--- src/rtl/nand_tc_pkg.sv ---
package nand_tc_pkg;
  localparam int NUM_FIELDS = 6;
  localparam int OUT_MAX_W  = 8;

  // field index order: cle gap, ale gap, hiz, hold, wait, setup
  localparam int FLD_CLE   = 0;
  localparam int FLD_ALE   = 1;
  localparam int FLD_HIZ   = 2;
  localparam int FLD_HOLD  = 3;
  localparam int FLD_WAIT  = 4;
  localparam int FLD_SETUP = 5;

  // bit i set: field i takes the minus-one offset / the floor of one
  localparam logic [NUM_FIELDS-1:0] DEC_MASK   = 6'b110011;
  localparam logic [NUM_FIELDS-1:0] FLOOR_MASK = 6'b111000;

  typedef enum logic [1:0] {ST_IDLE, ST_LOAD, ST_WAIT, ST_FINISH} seq_state_e;

  function automatic int field_width(int idx);
    return (idx < 2) ? 4 : 8;
  endfunction
endpackage

--- src/rtl/nand_tc_divider.sv ---
module nand_tc_divider #(
  parameter int W = 32
) (
  input  logic         clk_i,
  input  logic         rst_ni,
  input  logic         start_i,
  input  logic [W-1:0] dividend_i,
  input  logic [W-1:0] divisor_i,
  output logic         done_o,
  output logic [W-1:0] quotient_o
);
  localparam int CNT_W = $clog2(W + 1);

  logic [W-1:0]     rem_q, quo_q, dvs_q, dvd_q;
  logic [CNT_W-1:0] cnt_q;
  logic             busy_q, done_q;
  logic [W:0]       shifted;
  logic             take;

  always_comb begin
    shifted = {rem_q, quo_q[W-1]};
    take    = shifted >= {1'b0, dvs_q};
  end

  always_ff @(posedge clk_i or negedge rst_ni) begin
    if (!rst_ni) begin
      rem_q  <= '0;
      quo_q  <= '0;
      dvs_q  <= '0;
      dvd_q  <= '0;
      cnt_q  <= '0;
      busy_q <= 1'b0;
      done_q <= 1'b0;
    end else begin
      done_q <= 1'b0;
      if (start_i && !busy_q) begin
        rem_q  <= '0;
        quo_q  <= dividend_i;
        dvd_q  <= dividend_i;
        dvs_q  <= divisor_i;
        cnt_q  <= CNT_W'(W);
        busy_q <= 1'b1;
      end else if (busy_q) begin
        rem_q <= take ? W'(shifted - {1'b0, dvs_q}) : shifted[W-1:0];
        quo_q <= {quo_q[W-2:0], take};
        cnt_q <= cnt_q - CNT_W'(1);
        if (cnt_q == CNT_W'(1)) begin
          busy_q <= 1'b0;
          done_q <= 1'b1;
        end
      end
    end
  end

  assign done_o     = done_q;
  assign quotient_o = quo_q;

  logic [2*W-1:0] recon;
  assign recon = (2*W)'(quo_q) * (2*W)'(dvs_q) + (2*W)'(rem_q);

  assert_div_exact_R2: assert property (@(posedge clk_i) disable iff (!rst_ni)
    done_q |-> (recon == (2*W)'(dvd_q)) && (rem_q < dvs_q));
endmodule

--- src/rtl/nand_tc_field.sv ---
module nand_tc_field #(
  parameter int IN_W  = 32,
  parameter int OUT_W = 8,
  parameter bit DEC   = 1'b0,
  parameter bit FLOOR = 1'b0
) (
  input  logic [IN_W-1:0]  cycles_i,
  output logic [OUT_W-1:0] value_o
);
  localparam logic [IN_W-1:0] LIMIT = IN_W'((64'd1 << OUT_W) - 64'd1);

  logic [IN_W-1:0] dec, flr;

  always_comb begin
    dec = cycles_i;
    // zero stays zero: no wrap on the offset
    if (DEC && (cycles_i != '0)) dec = cycles_i - IN_W'(1);
    flr = dec;
    if (FLOOR && (dec == '0)) flr = IN_W'(1);
    value_o = (flr > LIMIT) ? LIMIT[OUT_W-1:0] : flr[OUT_W-1:0];
  end
endmodule

--- src/rtl/nand_timing_calc.sv ---
module nand_timing_calc
  import nand_tc_pkg::*;
#(
  parameter int          PS_W        = 32,
  parameter int          PERIOD_W    = 8,
  parameter int unsigned RC_LIMIT_PS = 30000
) (
  input  logic                clk_i,
  input  logic                rst_ni,
  input  logic                start_i,
  input  logic [PERIOD_W-1:0] period_ns_i,
  input  logic [PS_W-1:0]     rd_cycle_ps_i,
  input  logic [PS_W-1:0]     cle_rd_ps_i,
  input  logic [PS_W-1:0]     ale_rd_ps_i,
  input  logic [PS_W-1:0]     ce_setup_ps_i,
  input  logic [PS_W-1:0]     we_pulse_ps_i,
  input  logic [PS_W-1:0]     data_hold_ps_i,
  input  logic [PS_W-1:0]     ce_hold_ps_i,
  input  logic [PS_W-1:0]     cle_hold_ps_i,
  input  logic [PS_W-1:0]     we_high_ps_i,
  input  logic [PS_W-1:0]     ale_hold_ps_i,
  input  logic [PS_W-1:0]     re_high_ps_i,
  input  logic [PS_W-1:0]     re_pulse_ps_i,
  input  logic [PS_W-1:0]     ce_access_ps_i,
  input  logic [PS_W-1:0]     re_access_ps_i,
  output logic [3:0]          cle_gap_o,
  output logic [3:0]          ale_gap_o,
  output logic [7:0]          hiz_cyc_o,
  output logic [7:0]          hold_cyc_o,
  output logic [7:0]          wait_cyc_o,
  output logic [7:0]          setup_cyc_o,
  output logic [31:0]         ctrl_word_o,
  output logic [31:0]         timing_word_o,
  output logic                unsupported_o,
  output logic                done_o
);
  localparam int              IDX_W     = $clog2(NUM_FIELDS);
  localparam logic [PS_W-1:0] PS_PER_NS = PS_W'(1000);
  localparam logic [PS_W-1:0] RC_LIMIT  = PS_W'(RC_LIMIT_PS);

  function automatic logic [PS_W-1:0] max_ps(logic [PS_W-1:0] a, logic [PS_W-1:0] b);
    return (a > b) ? a : b;
  endfunction

  function automatic logic [PS_W-1:0] sub_ps(logic [PS_W-1:0] a, logic [PS_W-1:0] b);
    return (a > b) ? (a - b) : '0;
  endfunction

  logic [PS_W-1:0]      src      [NUM_FIELDS];
  logic [PS_W-1:0]      num_q    [NUM_FIELDS];
  logic [PS_W-1:0]      quo_q    [NUM_FIELDS];
  logic [OUT_MAX_W-1:0] fld_next [NUM_FIELDS];
  logic [OUT_MAX_W-1:0] fld_q    [NUM_FIELDS];
  logic [PS_W-1:0]      period_ext, period_q;
  logic [IDX_W-1:0]     idx_q;
  seq_state_e           state_q;
  logic                 unsup_q, done_q;
  logic                 div_start, div_done;
  logic [PS_W-1:0]      div_quo;

  assign period_ext = PS_W'(period_ns_i);

  always_comb begin
    src[FLD_CLE]   = cle_rd_ps_i;
    src[FLD_ALE]   = ale_rd_ps_i;
    src[FLD_HIZ]   = sub_ps(ce_setup_ps_i, we_pulse_ps_i);
    src[FLD_HOLD]  = max_ps(max_ps(max_ps(data_hold_ps_i, ce_hold_ps_i),
                                   max_ps(cle_hold_ps_i, we_high_ps_i)),
                            max_ps(ale_hold_ps_i, re_high_ps_i));
    src[FLD_WAIT]  = max_ps(re_pulse_ps_i, we_pulse_ps_i);
    src[FLD_SETUP] = max_ps(sub_ps(ce_setup_ps_i, we_pulse_ps_i),
                            sub_ps(ce_access_ps_i, re_access_ps_i));
  end

  assign div_start = (state_q == ST_LOAD);

  nand_tc_divider #(.W(PS_W)) u_div (
    .clk_i      (clk_i),
    .rst_ni     (rst_ni),
    .start_i    (div_start),
    .dividend_i (num_q[idx_q]),
    .divisor_i  (period_q),
    .done_o     (div_done),
    .quotient_o (div_quo)
  );

  for (genvar g = 0; g < NUM_FIELDS; g++) begin : g_field
    logic [field_width(g)-1:0] fld_val;
    nand_tc_field #(
      .IN_W  (PS_W),
      .OUT_W (field_width(g)),
      .DEC   (DEC_MASK[g]),
      .FLOOR (FLOOR_MASK[g])
    ) u_fld (
      .cycles_i (quo_q[g]),
      .value_o  (fld_val)
    );
    assign fld_next[g] = OUT_MAX_W'(fld_val);
  end

  always_ff @(posedge clk_i or negedge rst_ni) begin
    if (!rst_ni) begin
      state_q  <= ST_IDLE;
      idx_q    <= '0;
      period_q <= '0;
      unsup_q  <= 1'b0;
      done_q   <= 1'b0;
      for (int i = 0; i < NUM_FIELDS; i++) begin
        num_q[i] <= '0;
        quo_q[i] <= '0;
        fld_q[i] <= '0;
      end
    end else begin
      done_q <= 1'b0;
      unique case (state_q)
        ST_IDLE: if (start_i) begin
          if (rd_cycle_ps_i < RC_LIMIT) begin
            unsup_q <= 1'b1;
            done_q  <= 1'b1;
            for (int i = 0; i < NUM_FIELDS; i++) fld_q[i] <= '0;
          end else begin
            // truncate to ns, then bias for ceiling division
            for (int i = 0; i < NUM_FIELDS; i++)
              num_q[i] <= src[i] / PS_PER_NS + period_ext - PS_W'(1);
            period_q <= period_ext;
            idx_q    <= '0;
            state_q  <= ST_LOAD;
          end
        end
        ST_LOAD: state_q <= ST_WAIT;
        ST_WAIT: if (div_done) begin
          quo_q[idx_q] <= div_quo;
          if (idx_q == IDX_W'(NUM_FIELDS - 1)) begin
            state_q <= ST_FINISH;
          end else begin
            idx_q   <= idx_q + IDX_W'(1);
            state_q <= ST_LOAD;
          end
        end
        ST_FINISH: begin
          for (int i = 0; i < NUM_FIELDS; i++) fld_q[i] <= fld_next[i];
          unsup_q <= 1'b0;
          done_q  <= 1'b1;
          state_q <= ST_IDLE;
        end
        default: state_q <= ST_IDLE;
      endcase
    end
  end

  assign cle_gap_o     = fld_q[FLD_CLE][3:0];
  assign ale_gap_o     = fld_q[FLD_ALE][3:0];
  assign hiz_cyc_o     = fld_q[FLD_HIZ];
  assign hold_cyc_o    = fld_q[FLD_HOLD];
  assign wait_cyc_o    = fld_q[FLD_WAIT];
  assign setup_cyc_o   = fld_q[FLD_SETUP];
  assign ctrl_word_o   = {15'd0, ale_gap_o, cle_gap_o, 9'd0};
  assign timing_word_o = {hiz_cyc_o, hold_cyc_o, wait_cyc_o, setup_cyc_o};
  assign unsupported_o = unsup_q;
  assign done_o        = done_q;

  assert_done_single_R8: assert property (@(posedge clk_i) disable iff (!rst_ni)
    done_o |=> !done_o);

  assert_unsup_zero_R1: assert property (@(posedge clk_i) disable iff (!rst_ni)
    unsupported_o |-> (ctrl_word_o == 32'd0) && (timing_word_o == 32'd0));

  assert_hold_floor_R4: assert property (@(posedge clk_i) disable iff (!rst_ni)
    (done_o && !unsupported_o) |-> (hold_cyc_o != 8'd0));

  assert_wait_floor_R5: assert property (@(posedge clk_i) disable iff (!rst_ni)
    (done_o && !unsupported_o) |-> (wait_cyc_o != 8'd0));

  assert_setup_floor_R6: assert property (@(posedge clk_i) disable iff (!rst_ni)
    (done_o && !unsupported_o) |-> (setup_cyc_o != 8'd0));

  assert_gap_width_R2: assert property (@(posedge clk_i) disable iff (!rst_ni)
    (fld_q[FLD_CLE][7:4] == 4'd0) && (fld_q[FLD_ALE][7:4] == 4'd0));

  assert_outputs_hold_R9: assert property (@(posedge clk_i) disable iff (!rst_ni)
    !done_o |-> ($stable(ctrl_word_o) && $stable(timing_word_o) && $stable(unsupported_o)));
endmodule

--- config.mk ---
export PLATFORM = sky130hd
export DESIGN_NAME = nand_timing_calc
export DESIGN_NICKNAME = d
export VERILOG_FILES = /design/src/rtl/nand_tc_pkg.sv /design/src/rtl/nand_tc_divider.sv /design/src/rtl/nand_tc_field.sv /design/src/rtl/nand_timing_calc.sv
export SDC_FILE = /design/constraint.sdc
export NUM_CORES = 2
export LEC_CHECK = 0
export BUFFER_PORTS_ARGS = -buffer_cell sky130_fd_sc_hd__buf_4
export CAP_MARGIN = 20
export CORE_ASPECT_RATIO = 0.8
export CORE_MARGIN = 1
export CORE_UTILIZATION = 30
export DETAILED_ROUTE_END_ITERATION = 8
export PLACE_DENSITY_LB_ADDON = 0.15
export SYNTH_ARGS = -nofsm -noshare
export SYNTH_HDL_FRONTEND = slang
export SYNTH_SLANG_ARGS = --single-unit
--- constraint.sdc ---
create_clock -name clk_i -period 4.5 [get_ports clk_i]
set_input_delay 0.9 -clock clk_i [delete_from_list [all_inputs] [get_ports clk_i]]
set_output_delay 0.9 -clock clk_i [all_outputs]
set_load 0.02 [all_outputs]
==> metrics.md <==
| Metric | Value |
|---|---|
| Status | `finished, violations left` |
| Violated checks | `setup timing` |
| Post-Synth XOR/XNOR Area | `5.96%` |
| Reg clk slew, reported paths | `0.07 ns` |
| Asr flop ratio synth | `100%` |
| Area Growth Syn to Fin | `61.4%` |
| Pre-CTS WS | `-21.78 ns` |
| Worst setup SP type | `input pin` |
| CP max stage cell | `a2111o_1` |
| Core ar. | `260000 um^2` |
| Io pins | `565` |
| Fill count | `25300` |
| Multi-input gate area | `69000 um^2` |
| PnR worst setup slack | `-20.07 ns` |
| Tmin final | `24.57 ns` |
| Clock skew | `0.0574 ns` |
| Antenna violations before repair | `10` |
| Worst reg2reg path depth | `18` |
| DR iter-0 viols | `6454` |
| CTS Sinks | `519` |
| Via density | `5.30` |
| Most frequent CP cell | `buf_4` |
| GPL Wtd Cong | `0.968` |
| Critical path arrival | `25.10 ns` |
| Simple-gate portion of the synthesized area | `21.8%` |
| NumNets Final | `15600` |
| Die width | `574 um` |
| DP HPWL | `283000 um` |
| Finished Layout Cells | `18100` |
| CTS H-tree lvls | `2` |
| Post-layout util | `48.8%` |
| Largest family of logic cells by synthesized area | `compound AO/OA/AOI/OAI gates` |
| Sequential share of the synthesized area | `16.6%` |
| Mapped Cells | `10300` |
| Total Routed Length | `341000 um` |
| Worst-Skew Late Latency | `0.65 ns` |
| Synthesized area per cell | `7.61 um^2` |
| GRT overflow | `0` |
| IO buf count | `530` |
| Floorplan die height | `459 um` |
| Buffers plus inverters on the worst setup path | `24` |
| Layout cells sized above 1 | `45.5%` |
| Total CTS buffers | `55` |
| Reg-to-Reg Start | `quo_q[164]$_DFFE_PN0P_` |
| Final setup fails | `196` |
| Drt wl/cell | `18.8 um` |
| Register area | `13000 um^2` |
| Post-route DRC violation count | `0` |
| Global-route wire length before repair | `528000 um` |
| CP Max Fanout | `7` |
| R2R Path End | `cle_gap_o[3]$_DFFE_PN0P_` |
| Crit path max-delay family | `compound AO/OA/AOI/OAI gates` |
| Register bit total from synthesis | `519` |
| Slew headroom | `31.2%` |
| Post-synth cell types | `189` |
| Die area | `264000 um^2` |
| Post-synth EDFFs | `0` |
| Yosys warning total | `0` |
| Routed via count | `96000` |
| Ys flop type | `dfrtp_1` |
| Cell area after synthesis | `78500 um^2` |
| Max-cap violations | `0` |
| WS Path Type | `in2reg` |
| Tcrit/Tclk final | `546%` |
| Most frequent cells in the layout | `buf_4, nand2_1, nor2_1, a21oi_1, dfrtp_1` |
| CP peak stage delay | `0.52 ns` |
| Worst setup EP type | `flip-flop` |
| Worst hold path type | `in2async` |
| Root Driver | `clkbuf_16` |
| Dpl cells | `17700` |
| Pins Over Slew Limit | `0` |
| Row cnt | `167` |
| All-layer global routing usage | `24.7%` |
| Worst-margin pin slew | `1.00 ns` |
| Max Fclk | `0.0407 GHz` |
| Final Instance Area | `127000 um^2` |
| Vias in the first global route | `93200` |
| Commonest non-fill, non-tap cell in the layout | `buf_4` |
| CTS tree | `built` |
| Post-synthesis adder-cell area fraction | `8.92%` |
| Clk buf depth | `3` |
| Post-Place Cell Area | `117000 um^2` |
| Initial core utilization | `30.2%` |
| Req. time, crit path | `5.04 ns` |
| Mux cell area share after synthesis | `9.07%` |
| Total iterations of the first detailed-routing run | `8` |
| Final Hold Viols | `0` |
| Largest net degree at the start of global routing | `134` |
| Complex-gate fraction of the synthesized area | `31.7%` |
| Register-to-register setup slack | `-0.43 ns` |
| Routed Antenna Nets | `0` |
| RSZ-0062 raised after global routing | `true` |
layer usage:
layer	GRT usage (%)	wire (um)
met4	4.05	5760
met2	38.8	149000
met1	37.1	174000
met5	0	31
met3	1.47	12700
cell type report:
cell class	instances	area share, %
Clock inverter	26	0.405
Timing Repair Buffer	4658	28.3
Clock buffer	74	1.22
Sequential cell	519	10.3
Multi-Input combinational cell	8780	54.5
Inverter	592	1.86
Tap cell	3464	3.42
Antenna cell	8	0.0158
sequential cells by signal (all words and copies together), names as in the netlist:
signal,flops
unsupported_o,1
u_div.quotient_o,32
u_div.done_o,1
hold_cyc_o,8
u_div.busy_q,1
setup_cyc_o,8
wait_cyc_o,8
u_div.rem_q,32
quo_q,192
u_div.cnt_q,6
done_o,1
num_q,192
idx_q,3
u_div.dvs_q,8
period_q,8
ale_gap_o,4
state_q,2
hiz_cyc_o,8
cle_gap_o,4
kinds of logic after synthesis:
group / Yosys count
compound gates: 3525
buf+inv: 1044
simple gates: 3473
xor+xnor: 524
flops: 519
fa+ha+maj: 564
other cells: 1
mux: 663
synth_stat cells (all sizes together), types with 57 or more instances:
cell       n  area (um^2)
dfrtp    519        13000
a31oi    141          935
or3       86          557
o21ai    772         4040
mux2i    340         3430
nand3    312         1580
o211ai   155         1240
nor4     122          831
o21a     117          880
clkbuf   251         1120
nand2    998         3800
o22ai     76          482
and3     101          646
or2       89          557
buf      200         1310
a21o     246         1880
a21oi    770         3930
a211o     58          529
o2111ai   57          529
nor3     287         1530
o21bai   130          987
nand2b    80          508
nand4    150          945
inv      579         2180
mux2     323         3680
nor2b     62          388
and2     149          952
ha       499         6240
xor2     108          953
o31ai     83          761
nor2     840         3180
xnor2    416         3720
a211oi   160         1310
how the worst max path moves through the flow:
stage / depth (start not counted) / to / slack, ns / startpoint
floorplan: 125 / num_q[89]$_DFFE_PN0P_ / -21.19 / ce_hold_ps_i[26]
global placement: 122 / num_q[93]$_DFFE_PN0P_ / -21.39 / data_hold_ps_i[13]
detailed placement: 123 / num_q[93]$_DFFE_PN0P_ / -21.78 / data_hold_ps_i[13]
CTS: 121 / num_q[93]$_DFFE_PN0P_ / -19.52 / we_high_ps_i[6]
global route: 128 / num_q[87]$_DFFE_PN0P_ / -21.20 / data_hold_ps_i[24]
finish: 125 / num_q[87]$_DFFE_PN0P_ / -20.07 / we_high_ps_i[28]
through the flow:
step,setup TNS (ns),hold slack [ns]
finish,-3058.71,0.196
global route,-3283.72,0.200
CTS,-3064.46,0.181
detailed placement,-3302.44,0.463
global placement,-3250.89,0.458
floorplan,-2985.24,0.438
what timing repair did:
action,4_1_cts,5_1_grt
resized for setup,538,482
buffers inserted,226,134
gates cloned,9,1
hold buffers,0,0
pin swaps,231,228
setup endpoints to repair,196,197
Power is not shown: default switching activity piles up to over one toggle a cycle in this logic, so the estimate is an artifact.
